`src/rtl/halfpel_pred.sv`:
```
module halfpel_pred #(
  parameter int PW = 8,
  parameter int N  = 8
) (
  input  logic                  clk,
  input  logic                  rst_n,
  input  logic                  start,
  input  logic [1:0]            mode,
  input  logic                  trunc,
  input  logic                  ref_valid,
  output logic                  ref_ready,
  input  logic [(N+1)*PW-1:0]   ref_row,
  output logic                  out_valid,
  input  logic                  out_ready,
  output logic [N*PW-1:0]       out_row,
  output logic                  done
);
  localparam int CW = $clog2(N + 2);

  logic                   busy;
  logic [1:0]             mode_q;
  logic                   trunc_q;
  logic [CW-1:0]          in_cnt, out_cnt, need;
  logic [N-1:0][PW-1:0]   prev_s, nxt_s, res;
  logic [N-1:0]           prev_e, nxt_e;
  logic                   in_fire, out_fire, first_row, rb;

  assign need      = mode_q[1] ? CW'(N + 1) : CW'(N);
  assign first_row = mode_q[1] && (in_cnt == '0);
  assign ref_ready = busy && (in_cnt < need) && (!out_valid || out_ready);
  assign in_fire   = ref_valid && ref_ready;
  assign out_fire  = out_valid && out_ready;
  assign rb        = ~trunc_q;

  for (genvar k = 0; k < N; k++) begin : g_px
    logic [PW-1:0] a, b, s, dg;
    logic [PW:0]   ab, hs, vs, ds;
    logic          x0, corr;
    assign a    = ref_row[k*PW +: PW];
    assign b    = ref_row[(k+1)*PW +: PW];
    assign ab   = {1'b0, a} + {1'b0, b};
    assign s    = PW'(ab >> 1);
    assign hs   = ab + {{PW{1'b0}}, rb};
    assign vs   = {1'b0, prev_s[k]} + {1'b0, a} + {{PW{1'b0}}, rb};
    assign ds   = {1'b0, prev_s[k]} + {1'b0, s};
    assign x0   = prev_s[k][0] ^ s[0];
    assign corr = trunc_q ? ((prev_e[k] | nxt_e[k]) & x0)
                          : ((prev_e[k] & nxt_e[k]) | x0);
    assign dg   = PW'(ds >> 1) + PW'(corr);
    assign nxt_e[k] = a[0] ^ b[0];
    assign nxt_s[k] = (mode_q == 2'd2) ? a : s;
    assign res[k]   = (mode_q == 2'd0) ? a :
                      (mode_q == 2'd1) ? PW'(hs >> 1) :
                      (mode_q == 2'd2) ? PW'(vs >> 1) : dg;
  end

  always_ff @(posedge clk) begin
    if (!rst_n) begin
      busy      <= 1'b0;
      mode_q    <= '0;
      trunc_q   <= 1'b0;
      in_cnt    <= '0;
      out_cnt   <= '0;
      prev_s    <= '0;
      prev_e    <= '0;
      out_valid <= 1'b0;
      out_row   <= '0;
      done      <= 1'b0;
    end else begin
      done <= 1'b0;
      if (start && !busy) begin
        busy    <= 1'b1;
        mode_q  <= mode;
        trunc_q <= trunc;
        in_cnt  <= '0;
        out_cnt <= '0;
      end
      if (in_fire) begin
        in_cnt <= in_cnt + 1'b1;
        prev_s <= nxt_s;
        prev_e <= nxt_e;
      end
      if (in_fire && !first_row) begin
        out_valid <= 1'b1;
        out_row   <= res;
      end else if (out_fire) begin
        out_valid <= 1'b0;
      end
      if (out_fire) begin
        out_cnt <= out_cnt + 1'b1;
        if (out_cnt == CW'(N - 1)) begin
          busy <= 1'b0;
          done <= 1'b1;
        end
      end
    end
  end
endmodule

```
`config.mk`:
```
export PLATFORM = sky130hd
export DESIGN_NAME = halfpel_pred
export DESIGN_NICKNAME = d
export VERILOG_FILES = /design/src/rtl/halfpel_pred.sv
export SDC_FILE = /design/constraint.sdc
export NUM_CORES = 1
export LEC_CHECK = 0
export ABC_AREA = 0
export CAP_MARGIN = 30
export CORE_UTILIZATION = 60
export CTS_BUF_LIST = sky130_fd_sc_hd__clkbuf_2 sky130_fd_sc_hd__clkbuf_4 sky130_fd_sc_hd__clkbuf_8
export DETAILED_ROUTE_END_ITERATION = 10
export PLACE_DENSITY = 0.82
export SKIP_LAST_GASP = 1
export SYNTH_ARGS = -nofsm -noshare
export SYNTH_HDL_FRONTEND = slang
export SYNTH_SLANG_ARGS = --single-unit
```
`constraint.sdc`:
```
create_clock -name clk -period 7.6 [get_ports clk]
set_clock_uncertainty 0.2 [all_clocks]
set_input_delay 1.52 -clock clk [delete_from_list [all_inputs] [get_ports clk]]
set_output_delay 1.52 -clock clk [all_outputs]
set_load 0.02 [all_outputs]
```
-- Yosys cells after proc, flatten, opt, wreduce, memory -nomap -nowiden
Cells that the tools add are included.
- flip-flop bits (word level): 150
- word-level logic and storage cells: 187
- add/subtract/negate cells: 50
- order comparisons: 1
- equal/unequal tests: 3
- multiplexer cells: 50
- bitwise logic cells: 49
- reduce and logical (&&, ||, !) cells: 17
- operator list (cell ; number):
    $mux W8 ; 32
    $add A8 B8 Y9 ; 24
    $add A9 B1 Y9 ; 16
    $add A8 B1 Y8 ; 8
    $and A1 B1 Y1 ; 16
    $or A1 B1 Y1 ; 16
    $xor A1 B1 Y1 ; 16
    $mux W1 ; 15
    $mux W4 ; 3
    $add A4 B1 Y4 const B ; 2
    $logic_and A1 B1 Y1 ; 7
    $reduce_bool A2 Y1 ; 3
    $eq A4 B3 Y1 const B ; 1
    $logic_not A4 Y1 ; 1
    $lt A4 B4 Y1 ; 1
    $logic_not A1 Y1 ; 3
    $eq A2 B1 Y1 const B ; 1
    $eq A2 B2 Y1 const B ; 1
    $logic_not A2 Y1 ; 1
    $reduce_and A2 Y1 ; 1
    $logic_or A1 B1 Y1 ; 1
    $not A1 Y1 ; 1

-- Logic depth before layout (Yosys ltp)
Gate-level depths: netlist of the first run.
- depth in word-level cells: 8
- depth in mapped cells: 16

-- Least setup slack after synthesis of the first run
OpenSTA, ideal clock, no wires.
- path kind: input port to flip-flop
- from: input ref_row[24]
- to: register out_row[31]
- setup time: 0.126 ns
- data arrival time: 4.757 ns
- data required time: 7.274 ns
- slack: 2.517 ns
- cell stages on the path: 14
- buffers on the path: 0
- cell sequence: ha_1 > fa_1 > a211o_1 > a211o_1 > a221oi_4 > ha_1 > or2_2 > a21o_1 > o41ai_1 > xor2_1 > nor4_1 > xnor2_1 > a22oi_1 > o22ai_1
- cells in the longest elaborated chain, start to end: 8
- ends and longest elaborated chain (element ; line ; text):
    from (decl) ; 12 ; input logic [(N+1)*PW-1:0] ref_row,
    parallel branches: the longest is 6 deep, another holds $add A8 B8 Y9 ; -- ;
    $mux W8 * ; 53 ; (mode_q == 2'd1) ? PW'(hs >> 1) :
    $mux W8 * ; 52 ; assign res[k] = (mode_q == 2'd0) ? a :
    to (signal assigned) ; 85 ; out_row <= res;
    to (decl) ; 15 ; output logic [N*PW-1:0] out_row,
Mark *: on every way between the ends.
A chain may end at the register's enable or synchronous reset.

-- Worst setup path in the final report of the first run
- from: input ref_row[49]
- to: register out_row[46]
- cells in the longest elaborated chain, start to end: 8
- ends and longest elaborated chain (element ; line ; text):
    $add A8 B8 Y9 * ; 41 ; assign ab = {1'b0, a} + {1'b0, b};
    parallel branches: the longest is 5 deep, another holds $add A8 B8 Y9 ; -- ;
    $mux W8 * ; 53 ;
    $mux W8 * ; 52 ;
Marked as above.

==> metrics.log, run 1 <==
INFO  metric totalNegativeSetupSlack = 0 ns
INFO  metric setup_violations = 0
INFO  metric end_kind = register
INFO  metric antenna_found_initial = 1
INFO  metric final_period_minus_worst_setup_slack = 5.769 ns
INFO  metric routed_wire_length_per_instance = 19.06 um
INFO  metric setup_repair_after_global_routing_missed_its_margin = false
INFO  metric pin_count = 147
INFO  metric fin_ws = 1.831 ns
INFO  metric pre_cts_ws = 1.569 ns
INFO  metric finalHoldViolations = 0
INFO  metric timing.reg2reg.setup_slack = around 3.6 ns
INFO  metric r2r-start = mode_q[1]$_SDFFE_PN0P_
INFO  metric detailed_place_hpwl = 36.12 mm
INFO  metric vdd_ir_drop_max = 0.1304 mV
INFO  metric syn_inst = 2116
INFO  metric yosysUniqueCellTypes = 84
INFO  metric drt_iter0_markers = 1365
INFO  metric holdBufCountCts = 0
INFO  metric timing.final.max_slew_violations = 0
INFO  metric hold_path_depth = 2
INFO  metric max_cap_viol = 0
INFO  metric synth_fa_ha_area_share = 18.90%
INFO  metric worst-slew-pin-transition = roughly 1.1 ns
INFO  metric design_power_total = 0.003326 W
INFO  metric drt_drc_violations_left = 0
INFO  metric dominant_combinational_cell_family_by_area_after_synthesis = compound AO/OA/AOI/OAI gates
INFO  metric grt_remaining_overflow = 0
INFO  metric power_density_of_the_placed_cells = 173.1 mW/mm^2
INFO  metric power_leakage = 8.461 nW
INFO  metric worst_r2r_path_depth = 9
INFO  metric yosys.area_share.xor_xnor = a little over a tenth
INFO  metric synth.ff_latch_count = 150
INFO  metric root_buffer = clkbuf_8
INFO  metric cts_buffers = 17
INFO  metric critPathKind = in2reg
INFO  metric ys_async_sr_fraction = 0%
INFO  metric ys.warnings.count = 0
INFO  metric fin_crit_sh = 75.91%
INFO  metric dr_vias_cell = around 6.4
INFO  metric synth_mux_area_share = 5.420%
INFO  metric postCtsSetupBuffers = 0
INFO  metric num_rows = 61
INFO  metric place_area = between 0.015 and 0.02 mm^2
INFO  metric number_of_enable_type_register_cells_in_the_synthesized_netlist = 0
INFO  metric cp-startpoint = ref_row[49]
INFO  metric outcome = finished clean
INFO  metric synth_sequential_area_ratio = between 10% and 20%
INFO  metric dr_total_vias = 16643
INFO  metric coreArea = 0.02786 mm^2
INFO  metric max_slew_headroom = 27.61%
INFO  metric die_x = 170.5 um
INFO  metric global_route_wire_length_before_repair = 79.68 mm
INFO  metric path_max_fanout = 8
INFO  metric synth_fp_nets = ~2400
INFO  metric grt_start_max_net_pins = 94
INFO  metric antenna_diode_count = 0
INFO  metric design.final.nets = between 2000 and 3000
INFO  metric dieHeight = approximately 170 um
INFO  metric critPathLaunchType = primary input
INFO  metric effective_utilization_at_floorplan = 61.16%
INFO  metric tritoncts = yes
INFO  metric final_design_area_no_fill = 0.01921 mm^2
INFO  metric syn2layout_area_growth = 12.75%
INFO  metric groute.usage.overall = 34.36%
INFO  metric longest_clk_path_bufs = 2
INFO  metric gpl.final_weighted_congestion = 0.9367
INFO  metric timing.critical_path.arrival = slightly below 6 ns
INFO  metric synth-compound-area-share = 22.63%
INFO  metric drt.antenna.violating_nets = 0
INFO  metric hold_class = reg2reg
INFO  metric numClockSinks = 150
INFO  metric max_freq = around 170 MHz
INFO  metric drt_pre_antenna_iters = 6
INFO  metric insertion_delay = 0.49 ns
INFO  metric design.die.area = 0.02907 mm^2
INFO  metric timing.critical_path.required = 7.77 ns
INFO  metric synthesized_area_fraction_occupied_by_and_or_nand_nor_cells = 20.39%
INFO  metric worstHoldStart = out_row[57]$_SDFFE_PN0P_
INFO  metric synth.cell_area = 0.01704 mm^2
INFO  metric synth.avg_cell_area = 8.052 um^2
INFO  metric buffers_on_ports = around 150
INFO  metric holdWs = 0.2642 ns
INFO  metric vias_in_the_first_global_route = 16119
INFO  metric htree_levels = 4
INFO  metric routed_wl = just under 50 mm
INFO  metric cts-resized-gates = 0
INFO  metric yosys_most_used_dff = dfxtp_1
INFO  metric clkSlewWorstSetupHoldPaths = roughly 0.09 ns
INFO  metric drive_gt1_share = between 5 and 6%
-- metal layers --
| layer | share of wire, % | global-route usage [%] | vias to the layer above | wire (um) |
|---|---|---|---|---|
| met5 | 0 | 0 | - | 0 |
| met4 | 4.0 | 16.84 | 0 | 1964 |
| met1 | 41 | 42.65 | 7901 | 20530 |
| met2 | 47 | 57.89 | 741 | 23250 |
| li1 | - | - | 7852 | - |
| met3 | 7.6 | 5.344 | 149 | 3737 |
-- kinds of logic (layout without fill, tap and decap cells) --
family	count (synthesis)	count (layout)
mux	47	47
flops	150	150
compound gates	561	561
xor+xnor	210	210
fa+ha+maj	243	243
buf+inv	175	277
simple gates	730	730
-- flip-flops by register name (all words and copies together) (netlist names) --
signal and count:
out_row 64, prev_s 64, prev_e 8, in_cnt 4
out_cnt 4, mode_q 2, busy 1, done 1
out_valid 1, trunc_q 1
-- synth_stat cells, types with 20 or more instances --
library cell / count / area share, %
a211oi_1: 36 / 1.6
a21boi_0: 34 / 1.5
a21o_1: 37 / 1.6
a21oi_1: 116 / 3.4
and2_1: 32 / 1.2
and3_1: 29 / 1.1
clkbuf_1: 67 / 1.5
dfxtp_1: 150 / 18
fa_1: 24 / 2.8
ha_1: 219 / 16
inv_1: 87 / 1.9
mux4_2: 36 / 4.8
nand2_1: 227 / 5.0
nand2b_1: 22 / 0.81
nand3_1: 76 / 2.2
nor2_1: 180 / 4.0
nor2b_1: 42 / 1.5
nor3_1: 38 / 1.1
o211a_1: 47 / 2.8
o21ai_0: 114 / 3.3
o21bai_1: 20 / 0.88
xnor2_1: 109 / 5.6
xor2_1: 99 / 5.1
-- worst max-delay path, stage by stage --
cell	delay (ns)
clkdlybuf4s50_1	0.82
ha_1	0.34
a21oi_1	0.28
o21bai_1	0.12
xor2_1	0.52
ha_1	0.40
o21ai_1	0.19
o21bai_1	0.11
a2111oi_1	0.66
nor3_1	0.15
or2_2	0.35
xnor2_1	0.13
a211oi_1	0.24
a31oi_1	0.10
-- placed cells by master (no fill, tap or decap), drive strengths merged, types with 47 or more instances in the layout --
cell type      Yosys  final
a21oi            118    118
clkdlybuf4s50      0    145
dfxtp            150    150
ha               219    219
inv               88     90
nand2            227    227
nand3             76     76
nor2             180    180
o211a             47     47
o21ai            125    125
xnor2            110    110
xor2             100    100
-- where the power goes --
part,internal [W],leakage [nW],switching [W]
registers,0.000834,1.23,0.0000510
logic,0.000716,7.00,0.000953
clock network,0.000404,0.234,0.000369
-- per-stage QoR --
step | utilization (%) | cells
after floorplan | - | 2116
after CTS | 68.96 | 2596
after global routing | 68.96 | 2596
after global placement | 67.16 | 2563
final | 68.96 | 2596
after detailed placement | 67.26 | 2564
-- area by class of cell --
class | instances | area [um^2]
Fill cell | 2244 | 8648
Clock buffer | 18 | 247.7
Sequential cell | 150 | 3010
Timing Repair Buffer | 157 | 1562
Multi-Input combinational cell | 1791 | 13360
Clock inverter | 14 | 224.0
Tap cell | 378 | 473.0
Inverter | 88 | 330.3
-- worst paths after layout --
check | endpoint
min reg2reg | out_row[57]$_SDFFE_PN0P_
min | out_row[57]$_SDFFE_PN0P_
max | out_row[46]$_SDFFE_PN0P_
max reg2reg | out_row[47]$_SDFFE_PN0P_
(Power assumes the default switching activity.)
==> run 2, diff against run 1 <==
CORE_UTILIZATION = 55   (was 60)
PLACE_DENSITY = 0.79   (was 0.82)
clock period = 4.9 ns   (was 7.6 ns; I/O delays follow)
==> metrics.log, run 2 (synthesized netlist as in run 1, its figures left out) <==
INFO  metric layout_commonest_cell = nand2_1
INFO  metric critPathLaunchType = primary input
INFO  metric coreArea = 0.03051 mm^2 (+9.5%)
INFO  metric gpl.final_weighted_congestion = 0.9483 (+1.2%)
INFO  metric totalNegativeSetupSlack = 0 ns (unchanged)
INFO  metric antenna_diode_count = 0 (unchanged)
INFO  metric dr_vias_cell = 6.200 (-3.3%)
INFO  metric clkSlewWorstSetupHoldPaths = 0.09 ns (about the same)
INFO  metric routed_wire_length_per_instance = 18.79 um (-1.4%)
INFO  metric vias_in_the_first_global_route = 17105 (+6.1%)
INFO  metric max_cap_viol = 0 (unchanged)
INFO  metric buffers_on_ports = 146 (unchanged)
INFO  metric critPathMaxStageDelay = 0.56 ns (-0.26 ns)
INFO  metric power_leakage = 9.408 nW (+11%)
INFO  metric worst-slew-pin-transition = 0.9574 ns (-0.1244 ns)
INFO  metric dieHeight = 178.0 um (+4.4%)
INFO  metric max_slew_headroom = 35.94% (+8.3 points)
INFO  metric tritoncts = yes
INFO  metric postCtsSetupBuffers = 0 (unchanged)
INFO  metric critPathKind = in2reg
INFO  metric effective_utilization_at_floorplan = 55.84% (-5.3 points)
INFO  metric cpLargestDelayFamily = compound AO/OA/AOI/OAI gates
INFO  metric biggestRegsByFlops = out_row: 64 flops, prev_s: 64 flops, prev_e: 8 flops
INFO  metric global_route_wire_length_before_repair = 84.01 mm (+5.4%)
INFO  metric cts_buffers = 17 (unchanged)
INFO  metric nFillCells = 2460 (+9.6%)
INFO  metric timing.critical_path.required = 5.12 ns (-2.65 ns)
INFO  metric dr_total_vias = 17429 (+4.7%)
INFO  metric drt_iter0_markers = 1362 (-0.22%)
INFO  metric numClockSinks = 150 (unchanged)
INFO  metric hold_class = reg2reg
INFO  metric max_freq = 211.9 MHz
INFO  metric syn2layout_area_growth = 21.74%
INFO  metric groute.usage.overall = 33.38% (-0.98 points)
INFO  metric drive_gt1_share = 13.42% (+7.8 points)
INFO  metric power_density_of_the_placed_cells = 268.8 mW/mm^2 (+55%)
INFO  metric root_buffer = clkbuf_8
INFO  metric holdBufCountCts = 0 (unchanged)
INFO  metric timing.final.max_slew_violations = 0 (unchanged)
INFO  metric design.die.area = 0.03169 mm^2 (+9.0%)
INFO  metric commonest_cells_after_routing_fill_and_taps_aside = nand2_1 (225), ha_1 (219), buf_4 (205)
INFO  metric place_area = 0.02027 mm^2 (+8.2%)
INFO  metric end_kind = register
INFO  metric final_period_minus_worst_setup_slack = 4.719 ns
INFO  metric antenna_found_initial = 0 (-1)
INFO  metric longest_clk_path_bufs = 2 (unchanged)
INFO  metric vdd_ir_drop_max = 0.1927 mV (+48%)
INFO  metric pin_count = 147 (unchanged)
INFO  metric setup_repair_after_global_routing_missed_its_margin = true
INFO  metric design.final.nets = 2725 (+7.8%)
INFO  metric drt.antenna.violating_nets = 0 (unchanged)
INFO  metric grt_remaining_overflow = 0 (unchanged)
INFO  metric fin_ws = 0.1814 ns (-1.650 ns)
INFO  metric path_max_fanout = 3 (-5)
INFO  metric die_x = 178.0 um (+4.4%)
INFO  metric timing.critical_path.arrival = 4.94 ns (-1.00 ns)
INFO  metric detailed_place_hpwl = 39.49 mm (+9.3%)
INFO  metric pre_cts_ws = -0.2955 ns (-1.865 ns)
INFO  metric finalHoldViolations = 0 (unchanged)
INFO  metric drt_drc_violations_left = 0 (unchanged)
INFO  metric num_rows = 64 (+4.9%)
INFO  metric outcome = finished clean
INFO  metric setup_violations = 0 (unchanged)
INFO  metric htree_levels = 4 (unchanged)
INFO  metric cp_num_buf_inv = 2 (+1)
INFO  metric cpMaxStageDelayCell = clkdlybuf4s50_1
INFO  metric routed_wl = 52.82 mm (+6.7%)
INFO  metric worstPathCellList = clkdlybuf4s50_1 -> ha_1 -> fa_1 -> a211o_1 -> a211o_1 -> a221oi_4 -> ha_1 -> or2_2 -> buf_4 -> o311ai_1 -> o211ai_1 -> nor3_1 -> xnor2_1 -> o22ai_1 -> o21ai_1
INFO  metric insertion_delay = 0.50 ns (about the same)
INFO  metric final_design_area_no_fill = 0.02074 mm^2 (+8.0%)
INFO  metric fin_crit_sh = between 90% and 100%
INFO  metric drt_pre_antenna_iters = 5 (-1)
INFO  metric grt_start_max_net_pins = 82 (-13%)
-- run 2: worst reg2reg max path, cell delays in order, from the launching register on --
cell and delay (ns):
dfxtp_1 0.62, buf_4 0.26, nand2b_1 0.15, nand2b_1 0.09, fa_1 0.42, a21o_1 0.19
a21o_1 0.22, a21o_1 0.19, a21oi_1 0.29, nor2b_1 0.09, nor4_1 0.21, a211oi_1 0.08
a221o_1 0.29
-- run 2: area by class of cell --
cell class / count / area (um^2) / area share, %
clock buffers: 22 / 290.3 / 1.399
clock inverters: 10 / 168.9 / 0.8143
inverters: 88 / 330.3 / 1.592
multi-input cells: 1791 / 13380 / 64.49
flip-flops and latches: 150 / 3010 / 14.51
well taps: 396 / 495.5 / 2.389
repair buffers: 354 / 3070 / 14.80
-- run 2: final timing paths --
kind,from,depth (start not counted),end,slack (ns)
max,ref_row[32],15,out_row[30]$_SDFFE_PN0P_,0.18
min reg2reg,out_row[3]$_SDFFE_PN0P_,2,out_row[3]$_SDFFE_PN0P_,0.27
min,out_row[3]$_SDFFE_PN0P_,2,out_row[3]$_SDFFE_PN0P_,0.27
max reg2reg,trunc_q$_SDFFE_PN0P_,12,out_row[47]$_SDFFE_PN0P_,1.50
-- run 2: power breakdown --
group / switching [W] / internal [W] / leakage [nW]
logic: 0.00157 / 0.00145 / 7.96
clock network: 0.000562 / 0.000611 / 0.223
registers: 0.0000855 / 0.00129 / 1.23
-- run 2: metrics by stage --
stage	cells	total power, W	util (%)	hold WS (ns)
after floorplan	2116	0.003276	-	0.2371
after global placement	2779	0.004250	66.44	0.2528
after detailed placement	2779	0.004354	66.44	0.2537
after CTS	2811	0.005532	67.94	0.2693
after global routing	2811	0.005915	67.99	0.2886
final	2811	0.005575	67.99	0.2674
-- run 2: routing by layer --
layer	vias to the layer above	track usage [%]	part of all wire, %
met4	0	15.49	4.0
li1	8258	-	-
met1	8221	40.34	40
met2	790	57.93	48
met3	160	5.072	7.8
met5	-	0	0
-- run 2: timing repair --
item | 4_1_cts | 5_1_grt
endpoints found under the setup margin | 0 | 2
hold endpoints to repair | 0 | 0
gates resized for setup | 0 | 2
==> run 3, diff against run 2 <==
GPL_ROUTABILITY_DRIVEN = 0   (was default)
==> metrics.log, run 3 (synthesized netlist as in run 1, its figures left out) <==
INFO  metric outcome = finished clean
INFO  metric cts_buffers = 17 (unchanged)
INFO  metric worst-slew-pin-transition = 1.032 ns (+0.07477 ns)
INFO  metric r2r-start = mode_q[0]$_SDFFE_PN0P_
INFO  metric global_route_wire_length_before_repair = 85.44 mm (+1.7%)
INFO  metric antenna_found_initial = 1 (+1)
INFO  metric critPathLaunchType = primary input
INFO  metric grt_start_max_net_pins = 78 (-4.9%)
INFO  metric holdBufCountCts = 0 (unchanged)
INFO  metric nFillCells = 2488 (+1.1%)
INFO  metric setup_violations = 0 (unchanged)
INFO  metric vias_in_the_first_global_route = 17339 (+1.4%)
INFO  metric drt_drc_violations_left = 0 (unchanged)
INFO  metric max_cap_viol = 0 (unchanged)
INFO  metric detailed_place_hpwl = 40.19 mm (+1.8%)
INFO  metric hold_path_end = out_row[52]$_SDFFE_PN0P_
INFO  metric hold_class = reg2reg
INFO  metric critPathKind = in2reg
INFO  metric tritoncts = yes
INFO  metric final_design_area_no_fill = 0.02059 mm^2 (-0.72%)
INFO  metric postCtsSetupBuffers = 0 (unchanged)
INFO  metric place_area = 0.02014 mm^2 (-0.62%)
INFO  metric design.die.area = 0.03169 mm^2 (unchanged)
INFO  metric timing.final.max_slew_violations = 0 (unchanged)
INFO  metric hold_path_depth = 2 (unchanged)
INFO  metric grt_remaining_overflow = 0 (unchanged)
INFO  metric numClockSinks = 150 (unchanged)
INFO  metric commonest_cells_after_routing_fill_and_taps_aside = nand2_1 (225), ha_1 (219), buf_4 (191)
INFO  metric design.final.nets = 2710 (-0.55%)
INFO  metric fin_crit_sh = 95.40% (-0.90 points)
INFO  metric max_freq = 213.9 MHz (+0.94%)
INFO  metric effective_utilization_at_floorplan = 55.84% (unchanged)
INFO  metric timing.critical_path.arrival = 4.85 ns (-0.09 ns)
INFO  metric r2r-end = prev_s[63]$_SDFFE_PN0P_
INFO  metric swShare = 40.99% (+1.2 points)
INFO  metric path_max_fanout = 2 (-1)
INFO  metric design_power_total = 0.005493 W (-1.5%)
INFO  metric cellInternalPower = 0.003241 W (-3.4%)
INFO  metric timing.reg2reg.setup_slack = 1.67 ns (+0.17 ns)
INFO  metric seq_power_share = 25.1% (+0.4 points)
INFO  metric die_x = 178.0 um (unchanged)
INFO  metric worst_r2r_path_depth = 6 (-6)
INFO  metric finalHoldViolations = 0 (unchanged)
INFO  metric root_buffer = clkbuf_8
INFO  metric final_period_minus_worst_setup_slack = 4.674 ns (-0.04416 ns)
INFO  metric routed_wire_length_per_instance = 19.15 um (+1.9%)
INFO  metric groute.usage.overall = 34.02% (+0.63 points)
INFO  metric drt_pre_antenna_iters = 8 (+3)
INFO  metric power_density_of_the_placed_cells = 266.7 mW/mm^2 (-0.77%)
INFO  metric finalCoreUtilization = 67.50% (-0.49 points)
INFO  metric clock_power_share = 19.7% (-1.3 points)
INFO  metric p_sw = 0.002252 W (+1.4%)
INFO  metric coreArea = 0.03051 mm^2 (unchanged)
INFO  metric vdd_ir_drop_max = 0.1740 mV (-9.7%)
INFO  metric setup_repair_after_global_routing_missed_its_margin = false
INFO  metric dr_total_vias = 17527 (+0.56%)
INFO  metric seq_area = 0.003010 mm^2 (unchanged)
INFO  metric insertion_delay = 0.50 ns (about the same)
INFO  metric dieHeight = 178.0 um (unchanged)
INFO  metric biggestRegsByFlops = out_row: 64 flops, prev_s: 64 flops, prev_e: 8 flops
INFO  metric drt.antenna.violating_nets = 0 (unchanged)
INFO  metric layout_commonest_cell = nand2_1
INFO  metric dr_vias_cell = 6.269 (+1.1%)
INFO  metric antenna_diode_count = 0 (unchanged)
INFO  metric buffers_on_ports = 146 (unchanged)
INFO  metric timing.critical_path.required = 5.07 ns (-0.05 ns)
INFO  metric end_kind = register
INFO  metric clkSlewWorstSetupHoldPaths = 0.09 ns (about the same)
INFO  metric drt_iter0_markers = 1507 (+11%)
INFO  metric max_slew_headroom = 30.93% (-5.0 points)
INFO  metric syn2layout_area_growth = 20.87%
INFO  metric pin_count = 147 (unchanged)
INFO  metric drive_gt1_share = 12.96% (-0.46 points)
INFO  metric htree_levels = 4 (unchanged)
INFO  metric combinationalPowerShare = 55.2% (+1.0 points)
INFO  metric num_rows = 64 (unchanged)
INFO  metric longest_clk_path_bufs = 2 (unchanged)
INFO  metric routed_wl = 53.55 mm (+1.4%)
INFO  metric multi_input_gate_area_in_the_final_layout = 0.01340 mm^2 (+0.20%)
INFO  metric worstHoldStart = out_row[52]$_SDFFE_PN0P_
INFO  metric power_leakage = 9.318 nW (-0.96%)
[run 3: area by class of cell]
class	count	share of cell area (%)
multi-input cells	1791	65.08
flip-flops and latches	150	14.62
repair buffers	339	14.31
well taps	396	2.406
inverters	88	1.604
clock buffers	19	1.209
clock inverters	13	0.7655
[run 3: routing by layer]
metal,routed length (um),global-route usage [%]
met4,2513,17.56
met3,4424,5.733
met1,21260,40.79
met2,25340,58.19
met5,10,0
[run 3: worst max-delay path, cell delays in order]
cell and delay (ns):
clkdlybuf4s50_1 0.44, ha_1 0.24, fa_1 0.39, a211o_1 0.28
a211o_1 0.32, a221oi_4 0.31, ha_1 0.30, or2_2 0.31
a21o_1 0.19, o41ai_1 0.08, xor2_1 0.19, nor4_2 0.34
xnor2_1 0.13, a22oi_1 0.22, o22ai_1 0.11
[run 3: repair_timing]
item / in CTS / in global routing
setup endpoints to repair: 0 / 3
resized for setup: 0 / 7
hold endpoints to repair: 0 / 0
[run 3: stage by stage]
| step | hold WS [ns] | instances | worst slack, ns | setup TNS [ns] |
|---|---|---|---|---|
| after global placement | 0.2450 | 2764 | -0.1855 | -0.9569 |
| after CTS | 0.2621 | 2796 | 0.1276 | 0 |
| after global routing | 0.2744 | 2796 | 0.01957 | 0 |
| after floorplan | 0.2371 | 2116 | 0.3570 | 0 |
| after detailed placement | 0.2493 | 2764 | -0.3717 | -3.541 |
| final | 0.2597 | 2796 | 0.2255 | 0 |
[run 3: worst max path at each step]
stage,from,end,slack (ns),cells past startpoint
floorplan,ref_row[24],out_row[31]$_SDFFE_PN0P_,0.36,14
global placement,ref_row[32],out_row[31]$_SDFFE_PN0P_,-0.19,15
detailed placement,ref_row[32],out_row[31]$_SDFFE_PN0P_,-0.37,15
CTS,ref_row[32],out_row[31]$_SDFFE_PN0P_,0.13,15
global route,ref_row[40],out_row[38]$_SDFFE_PN0P_,0.02,15
finish,ref_row[24],out_row[31]$_SDFFE_PN0P_,0.23,15
[run 3: power groups by stage]
| stage | logic, W | registers [W] | clock network [W] |
|---|---|---|---|
| after floorplan | 0.00187 | 0.00141 | 0 |
| after global placement | 0.00282 | 0.00140 | 0 |
| after CTS | 0.00297 | 0.00137 | 0.00109 |
| final | 0.00303 | 0.00138 | 0.00108 |
| after detailed placement | 0.00294 | 0.00140 | 0 |
| after global routing | 0.00331 | 0.00139 | 0.00113 |
